$ cat config.mk
export PLATFORM = sky130hd
export DESIGN_NAME = lpm_clk_ctrl
export DESIGN_NICKNAME = d
export VERILOG_FILES = /design/src/rtl/lpm_pkg.sv /design/src/rtl/lpm_wake_sel.sv /design/src/rtl/lpm_wake_qual.sv /design/src/rtl/lpm_gate_seq.sv /design/src/rtl/lpm_clk_ctrl.sv
export SDC_FILE = /design/constraint.sdc
export NUM_CORES = 1
export LEC_CHECK = 0
export BUFFER_PORTS_ARGS = -buffer_cell sky130_fd_sc_hd__buf_4
export CORE_MARGIN = 2
export CORE_UTILIZATION = 40
export CTS_CLUSTER_DIAMETER = 200
export DETAILED_ROUTE_END_ITERATION = 8
export MAX_ROUTING_LAYER = met4
export PLACE_DENSITY = 0.81
export SLEW_MARGIN = 0
export SYNTH_ARGS = -nofsm -noshare
export SYNTH_HDL_FRONTEND = slang
export SYNTH_SLANG_ARGS = --single-unit
$ cat constraint.sdc
create_clock -name clk -period 2.2 [get_ports clk]
set_input_delay 0.22 -clock clk [delete_from_list [all_inputs] [get_ports clk]]
set_output_delay 0.22 -clock clk [all_outputs]
set_load 0.05 [all_outputs]
$ cat src/rtl/lpm_pkg.sv
package lpm_pkg;

  localparam logic [1:0] MODE_STANDBY = 2'b01;

  typedef enum logic [2:0] {
    ST_RUN,
    ST_IDLE,
    ST_SB_CPU,
    ST_SB_SYS,
    ST_STANDBY,
    ST_RW_IN,
    ST_RW_SYS
  } lpm_state_t;

  typedef struct packed {
    logic in_en;
    logic sys_en;
    logic cpu_en;
  } clk_en_t;

  function automatic logic is_standby(input logic [1:0] mode);
    return mode == MODE_STANDBY;
  endfunction

  function automatic clk_en_t enables_for(input lpm_state_t st);
    clk_en_t e;
    case (st)
      ST_RUN:     e = '{in_en: 1'b1, sys_en: 1'b1, cpu_en: 1'b1};
      ST_IDLE:    e = '{in_en: 1'b1, sys_en: 1'b1, cpu_en: 1'b0};
      ST_SB_CPU:  e = '{in_en: 1'b1, sys_en: 1'b1, cpu_en: 1'b0};
      ST_SB_SYS:  e = '{in_en: 1'b1, sys_en: 1'b0, cpu_en: 1'b0};
      ST_STANDBY: e = '{in_en: 1'b0, sys_en: 1'b0, cpu_en: 1'b0};
      ST_RW_IN:   e = '{in_en: 1'b1, sys_en: 1'b0, cpu_en: 1'b0};
      ST_RW_SYS:  e = '{in_en: 1'b1, sys_en: 1'b1, cpu_en: 1'b0};
      default:    e = '{in_en: 1'b1, sys_en: 1'b1, cpu_en: 1'b1};
    endcase
    return e;
  endfunction

endpackage

$ cat src/rtl/lpm_wake_sel.sv
module lpm_wake_sel #(
  parameter int NUM_GPIO    = 64,
  parameter int SYNC_STAGES = 2,
  localparam int SEL_W      = $clog2(NUM_GPIO)
) (
  input  logic                clk,
  input  logic                rst_n,
  input  logic [NUM_GPIO-1:0] gpio_in,
  input  logic [SEL_W-1:0]    wake_sel,
  output logic                line_sync
);

  logic picked;
  assign picked = gpio_in[wake_sel];

  logic [SYNC_STAGES-1:0] sync_q;

  generate
    if (SYNC_STAGES == 1) begin : g_single
      always_ff @(posedge clk or negedge rst_n) begin
        if (!rst_n) sync_q <= '1;
        else        sync_q <= picked;
      end
    end else begin : g_chain
      always_ff @(posedge clk or negedge rst_n) begin
        if (!rst_n) sync_q <= '1;
        else        sync_q <= {sync_q[SYNC_STAGES-2:0], picked};
      end
    end
  endgenerate

  assign line_sync = sync_q[SYNC_STAGES-1];

endmodule

$ cat src/rtl/lpm_wake_qual.sv
module lpm_wake_qual #(
  parameter int QUAL_W = 6,
  localparam int CNT_W = QUAL_W + 1
) (
  input  logic              clk,
  input  logic              rst_n,
  input  logic              line_sync,
  input  logic [QUAL_W-1:0] qual_cfg,
  output logic              qual_ok
);

  logic [CNT_W-1:0] low_run_q;
  logic [CNT_W-1:0] need;

  assign need = {1'b0, qual_cfg} + CNT_W'(2);

  always_ff @(posedge clk or negedge rst_n) begin
    if (!rst_n)                low_run_q <= '0;
    else if (line_sync)        low_run_q <= '0;
    else if (low_run_q != '1)  low_run_q <= low_run_q + CNT_W'(1);
  end

  assign qual_ok = (low_run_q >= need);


  restart_on_high_chk: assert property (@(posedge clk) disable iff (!rst_n)
    line_sync |=> !qual_ok);

endmodule

$ cat src/rtl/lpm_gate_seq.sv
module lpm_gate_seq
  import lpm_pkg::*;
(
  input  logic clk,
  input  logic rst_n,
  input  logic lp_req,
  input  logic sb_mode,
  input  logic idle_wake,
  input  logic sb_wake,
  input  logic wake_irq_en,
  output logic cpuclk_en,
  output logic sysclk_en,
  output logic clkin_en,
  output logic wake_irq
);

  lpm_state_t state_q, state_d;
  clk_en_t    en_q, en_d;
  logic       irq_d, irq_q;

  always_comb begin
    state_d = state_q;
    case (state_q)
      ST_RUN: begin
        if (lp_req) begin
          if (sb_mode) begin
            if (!sb_wake) state_d = ST_SB_CPU;
          end else if (!idle_wake) begin
            state_d = ST_IDLE;
          end
        end
      end
      ST_IDLE:    if (idle_wake) state_d = ST_RUN;
      ST_SB_CPU:  state_d = ST_SB_SYS;
      ST_SB_SYS:  state_d = ST_STANDBY;
      ST_STANDBY: if (sb_wake) state_d = ST_RW_IN;
      ST_RW_IN:   state_d = ST_RW_SYS;
      ST_RW_SYS:  state_d = ST_RUN;
      default:    state_d = ST_RUN;
    endcase
  end

  assign en_d  = enables_for(state_d);
  assign irq_d = wake_irq_en && (state_d == ST_RUN) && (state_q != ST_RUN);

  always_ff @(posedge clk or negedge rst_n) begin
    if (!rst_n) begin
      state_q <= ST_RUN;
      en_q    <= '{in_en: 1'b1, sys_en: 1'b1, cpu_en: 1'b1};
      irq_q   <= 1'b0;
    end else begin
      state_q <= state_d;
      en_q    <= en_d;
      irq_q   <= irq_d;
    end
  end

  assign cpuclk_en = en_q.cpu_en;
  assign sysclk_en = en_q.sys_en;
  assign clkin_en  = en_q.in_en;
  assign wake_irq  = irq_q;


  sys_off_cpu_off_chk: assert property (@(posedge clk) disable iff (!rst_n)
    !sysclk_en |-> !cpuclk_en);


  in_off_sys_off_chk: assert property (@(posedge clk) disable iff (!rst_n)
    !clkin_en |-> !sysclk_en);


  in_stop_after_sys_chk: assert property (@(posedge clk) disable iff (!rst_n)
    $fell(clkin_en) |-> $past(!sysclk_en));


  sys_start_after_in_chk: assert property (@(posedge clk) disable iff (!rst_n)
    $rose(sysclk_en) |-> $past(clkin_en));


  cpu_start_after_sys_chk: assert property (@(posedge clk) disable iff (!rst_n)
    $rose(cpuclk_en) |-> $past(sysclk_en));


  wake_irq_with_cpu_chk: assert property (@(posedge clk) disable iff (!rst_n)
    wake_irq |-> $rose(cpuclk_en));


  idle_req_blocked_chk: assert property (@(posedge clk) disable iff (!rst_n)
    (state_q == ST_RUN) && lp_req && !sb_mode && idle_wake |=> cpuclk_en);

endmodule

$ cat src/rtl/lpm_clk_ctrl.sv
module lpm_clk_ctrl
  import lpm_pkg::*;
#(
  parameter int NUM_GPIO    = 64,
  parameter int NUM_IRQ     = 16,
  parameter int QUAL_W      = 6,
  parameter int SYNC_STAGES = 2,
  localparam int SEL_W      = $clog2(NUM_GPIO),
  localparam int CTRL_W     = QUAL_W + 2
) (
  input  logic                clk,
  input  logic                rst_n,
  input  logic                lp_req,
  input  logic [CTRL_W-1:0]   lpm_ctrl,
  input  logic [SEL_W-1:0]    wake_sel,
  input  logic [NUM_GPIO-1:0] gpio_in,
  input  logic [NUM_IRQ-1:0]  irq_pend,
  input  logic [NUM_IRQ-1:0]  irq_en,
  input  logic                nmi,
  input  logic                ipc_irq,
  input  logic                wake_irq_en,
  output logic                cpuclk_en,
  output logic                sysclk_en,
  output logic                clkin_en,
  output logic                wake_irq
);

  logic line_sync;
  logic qual_ok;
  logic idle_wake;
  logic sb_wake;

  lpm_wake_sel #(
    .NUM_GPIO    (NUM_GPIO),
    .SYNC_STAGES (SYNC_STAGES)
  ) u_sel (
    .clk       (clk),
    .rst_n     (rst_n),
    .gpio_in   (gpio_in),
    .wake_sel  (wake_sel),
    .line_sync (line_sync)
  );

  lpm_wake_qual #(
    .QUAL_W (QUAL_W)
  ) u_qual (
    .clk       (clk),
    .rst_n     (rst_n),
    .line_sync (line_sync),
    .qual_cfg  (lpm_ctrl[CTRL_W-1:2]),
    .qual_ok   (qual_ok)
  );

  assign idle_wake = (|(irq_pend & irq_en)) | nmi;
  assign sb_wake   = qual_ok | ipc_irq;

  lpm_gate_seq u_seq (
    .clk         (clk),
    .rst_n       (rst_n),
    .lp_req      (lp_req),
    .sb_mode     (is_standby(lpm_ctrl[1:0])),
    .idle_wake   (idle_wake),
    .sb_wake     (sb_wake),
    .wake_irq_en (wake_irq_en),
    .cpuclk_en   (cpuclk_en),
    .sysclk_en   (sysclk_en),
    .clkin_en    (clkin_en),
    .wake_irq    (wake_irq)
  );

endmodule

==> Yosys cells after proc, flatten, opt, wreduce, memory -nomap -nowiden <==
Cells that the tools add are included.
{ "word_totals": {"ff_bits": 16, "latch_bits": 0, "mem_bits_rw": 0, "romBits": 0, "word_cells": 48, "n_memories": 0} }
{ "op_classes": {"add_sub_neg": 2, "n_mul": 0, "div": 0, "magnitude_cmp": 2, "n_eq_ne": 13, "n_shift": 0, "mux": 12, "n_bitwise": 3, "n_reduce_logical": 9} }
{ "ops": {"columns": ["op", "count"], "rows": [
  ["$mux W3", 6],
  ["$pmux W3 S6", 1],
  ["$and A16 B16 Y16", 1],
  ["$reduce_or A16 Y1", 1],
  ["$eq A3 B3 Y1 const B", 5],
  ["$mux W7", 2],
  ["$eq A3 B2 Y1 const B", 4],
  ["$pmux W3 S3", 1],
  ["$add A6 B2 Y7 const B", 1],
  ["$add A7 B1 Y7 const B", 1],
  ["$ge A7 B7 Y1", 1],
  ["$lt A6 B7 Y1 const B", 1],
  ["$ne A7 B7 Y1 const B", 1],
  ["$bmux W1 S6", 1],
  ["$eq A3 B1 Y1 const B", 2],
  ["$logic_not A3 Y1", 2],
  ["$reduce_bool A3 Y1", 1],
  ["$reduce_or A3 Y1", 1],
  ["$eq A2 B1 Y1 const B", 1],
  ["$logic_and A1 B1 Y1", 2],
  ["$or A1 B1 Y1", 2],
  ["$reduce_bool A2 Y1", 1],
  ["$reduce_or A2 Y1", 1],
  ["$mux W1", 1]
]} }

==> Depth between registers and ports, before layout <==
Gate-level depths: netlist (run 1).
{ "depth": {"ltp_word": 10, "mapped_depth": 10} }

==> Cells and area by module <==
Synthesis (run 1) repeated with hierarchy kept, for this count alone.
{ "unflattened": {"cells_unflattened": 146, "hier_area_um2": 1565.3} }
{ "by_module_without_submodules": {"columns": ["module", "instances", "cells_each", "area_each_um2"], "rows": [
  ["lpm_wake_sel", 1, 45, 585.6],
  ["lpm_wake_qual", 1, 59, 571.8],
  ["lpm_gate_seq", 1, 30, 311.5],
  ["lpm_clk_ctrl", 1, 12, 96.3]
]} }

==> Least setup slack after synthesis (run 1) <==
No wires, ideal clock.
{ "synth_path": {"path_type": "input-to-reg", "from": "input lpm_ctrl[3]", "to": "register u_seq.en_q (netlist bit u_seq.sysclk_en)", "setup_ns": 0.100, "arrival_ns": 1.777, "required_time_ns": 2.100, "path_slack_ns": 0.323, "path_stages": 8, "path_cell_list": "nand3_1 > or2_2 > ha_1 > nand2_1 > o21ai_0 > a21oi_1 > o41ai_1 > o22ai_1"} }
{ "synth_rtl": {"columns": ["item", "line_no", "rtl"], "rows": [
  ["start, declared", "lpm_clk_ctrl.sv:14", "input logic [CTRL_W-1:0] lpm_ctrl,"],
  ["end signal, assigned", "lpm_gate_seq.sv:49", "en_q <= '{in_en: 1'b1, sys_en: 1'b1, cpu_en: 1'b1};"],
  ["end signal, assigned", "lpm_gate_seq.sv:53", "en_q <= en_d;"],
  ["end, declared", "lpm_gate_seq.sv:18", "clk_en_t en_q, en_d;"]
]} }

==> impl_metrics.py, run 1 <==
metrics = {
    "pwr": {
        "p_leak_nw": 1.233,
        "power.density_mw_per_mm2": 513.8,
        "combPwrFrac": 0.458,
        "power.internal_w": 0.0008543,
        "pwr-share-clk": 0.199,
        "power_frac_seq": 0.343,
        "p_sw_frac": 0.3434,
        "switchingPower_w": 0.0004468,
        "vdd_drop_max_mv": 0.2073,
    },
    "route": {
        "remaining_drc_errors": 0,
        "ant_nets": 0,
        "viasPerCell": 5.435,
        "vias": 1685,
        "drt_iter0_drc": 82,
        "dr.pass1.iters": 4,
        "routedWlPerCell_um": 14.29,
        "wirelength_mm": 4.430,
    },
    "yosys": {
        "yosys_register_bits": 16,
        "synth.avg_cell_area_um2": 10.85,
        "ys_types": 44,
        "ys_async_sr_fraction": 1.000,
        "synth.mux.area_fraction": 0.2605,
        "synth_area_mm2": 0.001551,
        "synth-simple-area-share": 0.1274,
        "synth_top_family_by_area": "multiplexers",
        "synthAdderAreaFrac": 0.07258,
        "synth_fp_nets": 268,
        "synth_edf_count": 0,
        "synth_xor_area_frac": 0.03387,
        "synth_cells": 143,
        "ys_seq_area_frac": 0.2621,
        "synth_compound_area_frac": 0.2000,
        "synth_warnings": 0,
        "ys.flop_type": "dfrtp_1",
    },
    "die": {
        "core_mm2": 0.003689,
        "initial_utilization": 0.4206,
        "die_h_um": 66.28,
        "dieArea_mm2": 0.004393,
        "rows": 22,
        "io_pins": 120,
        "fp.dieW_um": 66.28,
    },
    "global_route": {
        "grt_overflow": 0,
        "grt_util_met1": 0.2248,
        "antenna_found_initial": 0,
        "grt_max_degree": 17,
        "grt_first_pass_wirelength_mm": 6.734,
        "grt_pass1_vias": 1625,
        "grt_util_all_layers": 0.2060,
        "use_met2": 0.3688,
        "grt-busiest-layer": "met2",
        "gr-usage-met3": 0.03407,
    },
    "sta": {
        "final.setup.worst_slack_ns": 0.3000,
        "maxSlewViolCount": 0,
        "tightest_slew_ns": 0.4471,
        "slew_headroom": 0.7012,
        "setup_tns_ns": 0,
        "hold_viol_final": 0,
        "min_period_ns": 1.900,
        "post-route-period-util": 0.8636,
        "max_freq_mhz": 526.3,
        "clock_skew_ns": 0.002294,
        "rsz0062_at_grt": "false",
        "finalSetupViolCount": 0,
    },
    "run": {
        "maxCapViolations": 0,
    },
    "finish": {
        "num_antenna_cells": 0,
        "fin_nets": 388,
        "layout-drive-gt1-share": 0.5305,
        "syn_to_final_growth_pct": 63.23,
        "stdcell_count": 310,
    },
    "critical_path": {
        "slowest_delay_ns": 0.41,
        "slowest_stage": "dfrtp_1",
        "worst_setup_path_end_kind": "flip-flop",
        "crit_top_cell": "o22ai_1",
        "timing_worst_setup_path_type": "flip-flop to flip-flop",
        "crit_fanout": 4,
        "cp_cell_sequence": "inv_1, ha_1, nand2b_1, a211o_1, a21oi_1, buf_4, o22ai_1, o21ai_0, o22ai_1",
        "critPathLaunchType": "flip-flop",
        "path_delay_family": "compound AO/OA/AOI/OAI gates",
        "path_buf_inv": 2,
        "critical_path_arrival_ns": 2.07,
        "required_ns": 2.37,
    },
    "cts": {
        "clock_latency_ns": 0.26,
        "cts_max_level": 1,
        "cts_tree": "yes",
        "ctsResizeCount": 0,
        "root_buffer": "clkbuf_8",
        "clock-sinks": 16,
        "numCtsBuffers": 3,
        "clk_pin_slew_ns": 0.06,
        "cts.path.max_buffers": 2,
    },
    "place": {
        "numPortBuffers": 119,
        "dp_slack_ns": 0.08919,
        "numPlacedInstances": 305,
        "post-dp-hpwl_mm": 3.880,
        "place_congestion": 0.9387,
    },
    "outcome": {
        "status": "complete, no violations",
    },
    "hold_path": {
        "hp-class": "input port to flip-flop",
    },
}
==> worst paths after layout <==
check / slack, ns / start / cells past startpoint / to
max reg2reg: 0.30 / u_qual.low_run_q[0]$_DFFE_PN0P_ / 9 / u_seq.sysclk_en$_DFF_PN1_
min reg2reg: 0.36 / u_sel.sync_q[0]$_DFF_PN1_ / 0 / u_sel.sync_q[1]$_DFF_PN1_
max in group asynchronous: 1.59 / rst_n / 2 / u_seq.clkin_en$_DFF_PN1_
max: 0.30 / u_qual.low_run_q[0]$_DFFE_PN0P_ / 9 / u_seq.sysclk_en$_DFF_PN1_
min: 0.12 / wake_sel[4] / 2 / u_sel.sync_q[0]$_DFF_PN1_
min in group asynchronous: 0.36 / rst_n / 2 / u_qual.low_run_q[2]$_DFFE_PN0P_
==> power groups by stage <==
stage	logic, W	registers, W	clock network (W)
6_report	0.000595	0.000446	0.000259
5_1_grt	0.000649	0.000460	0.000279
4_1_cts	0.000601	0.000447	0.000269
3_5_place_dp	0.000598	0.000452	0
3_3_place_gp	0.000586	0.000451	0
2_1_floorplan	0.000270	0.000518	0
==> state kept, by name (all words and copies together) (netlist names) <==
name / flops
u_qual.low_run_q: 7
u_sel.sync_q: 2
u_seq.clkin_en: 1
u_seq.cpuclk_en: 1
u_seq.state_q: 3
u_seq.sysclk_en: 1
u_seq.wake_irq: 1
==> metrics by stage <==
step	hold slack, ns	total power [W]	area (um^2)	utilization
after floorplan	-0.07559	0.0007882	1551	-
after global placement	0.08787	0.001037	2467	0.6689
after detailed placement	0.08832	0.001050	2467	0.6689
after CTS	0.1104	0.001318	2532	0.6866
after global routing	0.1102	0.001388	2532	0.6866
final	0.1193	0.001301	2532	0.6866
==> cell usage after synthesis, types with 2 or more instances <==
cell type | instances | area share
and3_1 | 2 | 0.0081
ha_1 | 9 | 0.073
nand4_1 | 4 | 0.016
o22ai_1 | 3 | 0.012
xor2_1 | 4 | 0.023
mux4_1 | 9 | 0.15
xnor2_1 | 2 | 0.011
a31oi_1 | 4 | 0.016
nor3_1 | 3 | 0.0097
inv_1 | 4 | 0.0097
dfrtp_1 | 11 | 0.18
nand2b_1 | 2 | 0.0081
mux4_2 | 7 | 0.10
and2b_1 | 2 | 0.0097
o21ai_0 | 4 | 0.013
a21oi_1 | 9 | 0.029
a22oi_1 | 14 | 0.068
nand2_1 | 6 | 0.015
nor2_1 | 10 | 0.024
nand3_1 | 5 | 0.016
clkbuf_1 | 2 | 0.0048
dfstp_2 | 5 | 0.085
==> cells by family (layout without fill, tap and decap cells) <==
kind of cell | Yosys count | after routing
compound gates | 45 | 45
simple gates | 39 | 39
mux | 17 | 17
flops | 16 | 16
buf+inv | 11 | 130
fa+ha+maj | 9 | 9
xor+xnor | 6 | 6
==> per-layer routing <==
layer	part of all wire	vias up	routed length (um)
met4	0.019	0	85
li1	-	831	-
met3	0.062	7	273
met1	0.37	783	1657
met5	0	-	0
met2	0.54	64	2413
==> cell type report <==
class,instances,area (um^2)
well taps,48,60.06
multi-input cells,116,1077
repair buffers,122,918.4
inverters,4,15.01
clock buffers,4,55.05
fillers,324,1156
flip-flops and latches,16,406.6
==> repair_timing <==
| item | in CTS | in global routing |
|---|---|---|
| endpoints found under the hold margin | 11 | 0 |
| setup buffers | 0 | 0 |
| hold buffers | 1 | 0 |
| setup endpoints to repair | 0 | 0 |
==> layout by cell type (no fill, tap or decap), types with 2 or more instances in the layout <==
| master | count |
|---|---|
| a21oi_1 | 9 |
| a22oi_1 | 14 |
| a31oi_1 | 4 |
| and2b_1 | 2 |
| and3_1 | 2 |
| buf_4 | 121 |
| clkbuf_8 | 4 |
| dfrtp_1 | 11 |
| dfstp_2 | 5 |
| ha_1 | 9 |
| inv_1 | 4 |
| mux4_1 | 9 |
| mux4_2 | 7 |
| nand2_1 | 6 |
| nand2b_1 | 2 |
| nand3_1 | 5 |
| nand4_1 | 4 |
| nor2_1 | 10 |
| nor3_1 | 3 |
| o21ai_0 | 4 |
| o22ai_1 | 3 |
| xnor2_1 | 2 |
| xor2_1 | 4 |
Note: power is estimated with default switching activity, not from simulation.
==> run 2: changes to the inputs <==
--- a/config.mk
+++ b/config.mk
@@ -10,7 +10,6 @@
 export CORE_UTILIZATION = 40
 export CTS_CLUSTER_DIAMETER = 200
 export DETAILED_ROUTE_END_ITERATION = 8
-export MAX_ROUTING_LAYER = met4
 export PLACE_DENSITY = 0.81
 export SLEW_MARGIN = 0
 export SYNTH_ARGS = -nofsm -noshare
==> constraint.sdc (replaced) <==
create_clock -name clk -period 2.2 [get_ports clk]
set_input_delay 0.33 -clock clk [delete_from_list [all_inputs] [get_ports clk]]
set_output_delay 0.33 -clock clk [all_outputs]
set_load 0.05 [all_outputs]
==> run 2 against run 1 <==
Final area up 0.30%; first-iteration DRC count down 27%; highest routed layer unchanged; sequential share of layout area about the same; utilization up 0.20 points; largest power group unchanged; hold slack better by 0.12 ns.
==> impl_metrics.py, run 2 (synthesis results as in run 1) <==
metrics = {
    "global_route": {
        "grt_pass1_vias": 1549,
        "antenna_found_initial": 0,
        "grt_first_pass_wirelength_mm": 6.451,
        "grt_overflow": 0,
        "grt_util_all_layers": 0.1904,
        "grt_max_degree": 17,
    },
    "critical_path": {
        "crit_fanout": 4,
        "r2r_cells": 9,
        "crit_start": "lpm_ctrl[5]",
        "crit_path_end": "u_seq.sysclk_en$_DFF_PN1_",
        "path_buf_inv": 2,
        "worst_setup_path_end_kind": "flip-flop",
        "reg2reg_slack_ns": 0.29,
        "path_depth": 11,
        "slowest_delay_ns": 0.30,
        "reg2reg_to": "u_seq.sysclk_en$_DFF_PN1_",
        "required_ns": 2.36,
        "critical_path_arrival_ns": 2.09,
        "worstReg2RegStart": "u_qual.low_run_q[0]$_DFFE_PN0P_",
        "path_delay_family": "compound AO/OA/AOI/OAI gates",
        "timing_worst_setup_path_type": "input port to flip-flop",
        "cp_cell_sequence": "buf_4, nand3_1, or2_2, ha_1, a211oi_1, o21ai_0, a21oi_1, buf_4, o22ai_1, o21ai_0, o22ai_1",
        "slowest_stage": "or2_2",
        "critPathLaunchType": "input port",
    },
    "sta": {
        "min_period_ns": 1.933,
        "clock_skew_ns": 0.001342,
        "final.setup.worst_slack_ns": 0.2673,
        "rsz0062_at_grt": "false",
        "post-route-period-util": 0.8785,
        "max_freq_mhz": 517.4,
        "maxSlewViolCount": 0,
        "finalSetupViolCount": 0,
        "tightest_slew_ns": 0.4477,
        "setup_tns_ns": 0,
        "hold_viol_final": 0,
        "slew_headroom": 0.7008,
    },
    "route": {
        "remaining_drc_errors": 0,
        "drt_iter0_drc": 60,
        "ant_nets": 0,
        "viasPerCell": 5.392,
        "wirelength_mm": 4.320,
        "vias": 1677,
        "dr.pass1.iters": 4,
        "routedWlPerCell_um": 13.89,
    },
    "finish": {
        "largest_reg_flops": 7,
        "num_antenna_cells": 0,
        "largestRegisters": "u_qual.low_run_q (7), u_seq.state_q (3), u_sel.sync_q (2)",
        "stdcell_count": 311,
        "layout_common_cells": "122 x buf_4, 14 x a22oi_1, 11 x dfrtp_1",
        "layout.cells.most_common": "buf_4",
        "final_util": 0.6886,
        "layout-drive-gt1-share": 0.5323,
        "top_register": "u_qual.low_run_q",
        "fin_nets": 389,
        "syn_to_final_growth_pct": 63.71,
    },
    "cts": {
        "root_buffer": "clkbuf_8",
        "postCtsSetupRepairBufs": 0,
        "cts.path.max_buffers": 2,
        "clock-sinks": 16,
        "cts_tree": "yes",
        "cts_max_level": 1,
        "numCtsBuffers": 3,
        "clock_latency_ns": 0.25,
        "clk_pin_slew_ns": 0.06,
    },
    "place": {
        "dp_slack_ns": 0.006092,
        "place_congestion": 0.8704,
        "post-dp-hpwl_mm": 3.762,
        "numPortBuffers": 119,
        "numPlacedInstances": 306,
    },
    "die": {
        "rows": 22,
        "fp.dieW_um": 66.28,
        "dieArea_mm2": 0.004393,
        "initial_utilization": 0.4206,
        "io_pins": 120,
        "core_mm2": 0.003689,
        "die_h_um": 66.28,
    },
    "outcome": {
        "status": "complete, no violations",
    },
    "hold_path": {
        "hp-class": "input port to flip-flop",
    },
    "pwr": {
        "p_total_w": 0.001302,
        "vdd_drop_max_mv": 0.2339,
        "p_leak_nw": 1.238,
        "power.density_mw_per_mm2": 512.5,
    },
    "run": {
        "maxCapViolations": 0,
    },
}
run 2: changes by cell type in the layout (fill, tap and decap cells not counted):
| cell | delta |
|---|---|
| buf_4 | +1 |
run 2: power by group:
| group | switching (W) | internal, W |
|---|---|---|
| logic | 0.000278 | 0.000319 |
| registers | 0.0000719 | 0.000376 |
| clock network | 0.0000983 | 0.000159 |
| total | 0.000448 | 0.000854 |
run 2: per-layer routing:
layer	GRT usage	part of all wire	vias to the layer above
met3	0.05451	0.081	4
met2	0.3400	0.53	71
li1	-	-	826
met1	0.2189	0.38	776
met5	0	0	-
met4	0.05612	0.0049	0
run 2: final cells by class:
type                            instances  area (um^2)
Fill cell                             319         1149
Sequential cell                        16        406.6
Inverter                                4        15.01
Clock buffer                            4        55.05
Tap cell                               48        60.06
Timing Repair Buffer                  123        925.9
Multi-Input combinational cell        116         1077
run 2: stage by stage:
step / instance area, um^2 / hold WS [ns]
CTS: 2540 / 0.2356
global route: 2540 / 0.2356
finish: 2540 / 0.2404
global placement: 2475 / 0.2010
floorplan: 1551 / 0.03441
detailed placement: 2475 / 0.1999
run 2: worst min-delay path by stage:
stage	start	end	slack, ns	cells past startpoint
final	wake_sel[4]	u_sel.sync_q[0]$_DFF_PN1_	0.24	2
after global routing	wake_sel[4]	u_sel.sync_q[0]$_DFF_PN1_	0.24	2
after CTS	wake_sel[4]	u_sel.sync_q[0]$_DFF_PN1_	0.24	2
after detailed placement	rst_n	u_seq.state_q[1]$_DFF_PN0_	0.20	1
after global placement	rst_n	u_seq.state_q[1]$_DFF_PN0_	0.20	1
after floorplan	rst_n	u_qual.low_run_q[0]$_DFFE_PN0P_	0.03	0
run 2: repair_timing:
action | in CTS | in global routing
gates resized for setup | 0 | 0
hold endpoints to repair | 11 | 0
hold buffers | 1 | 0
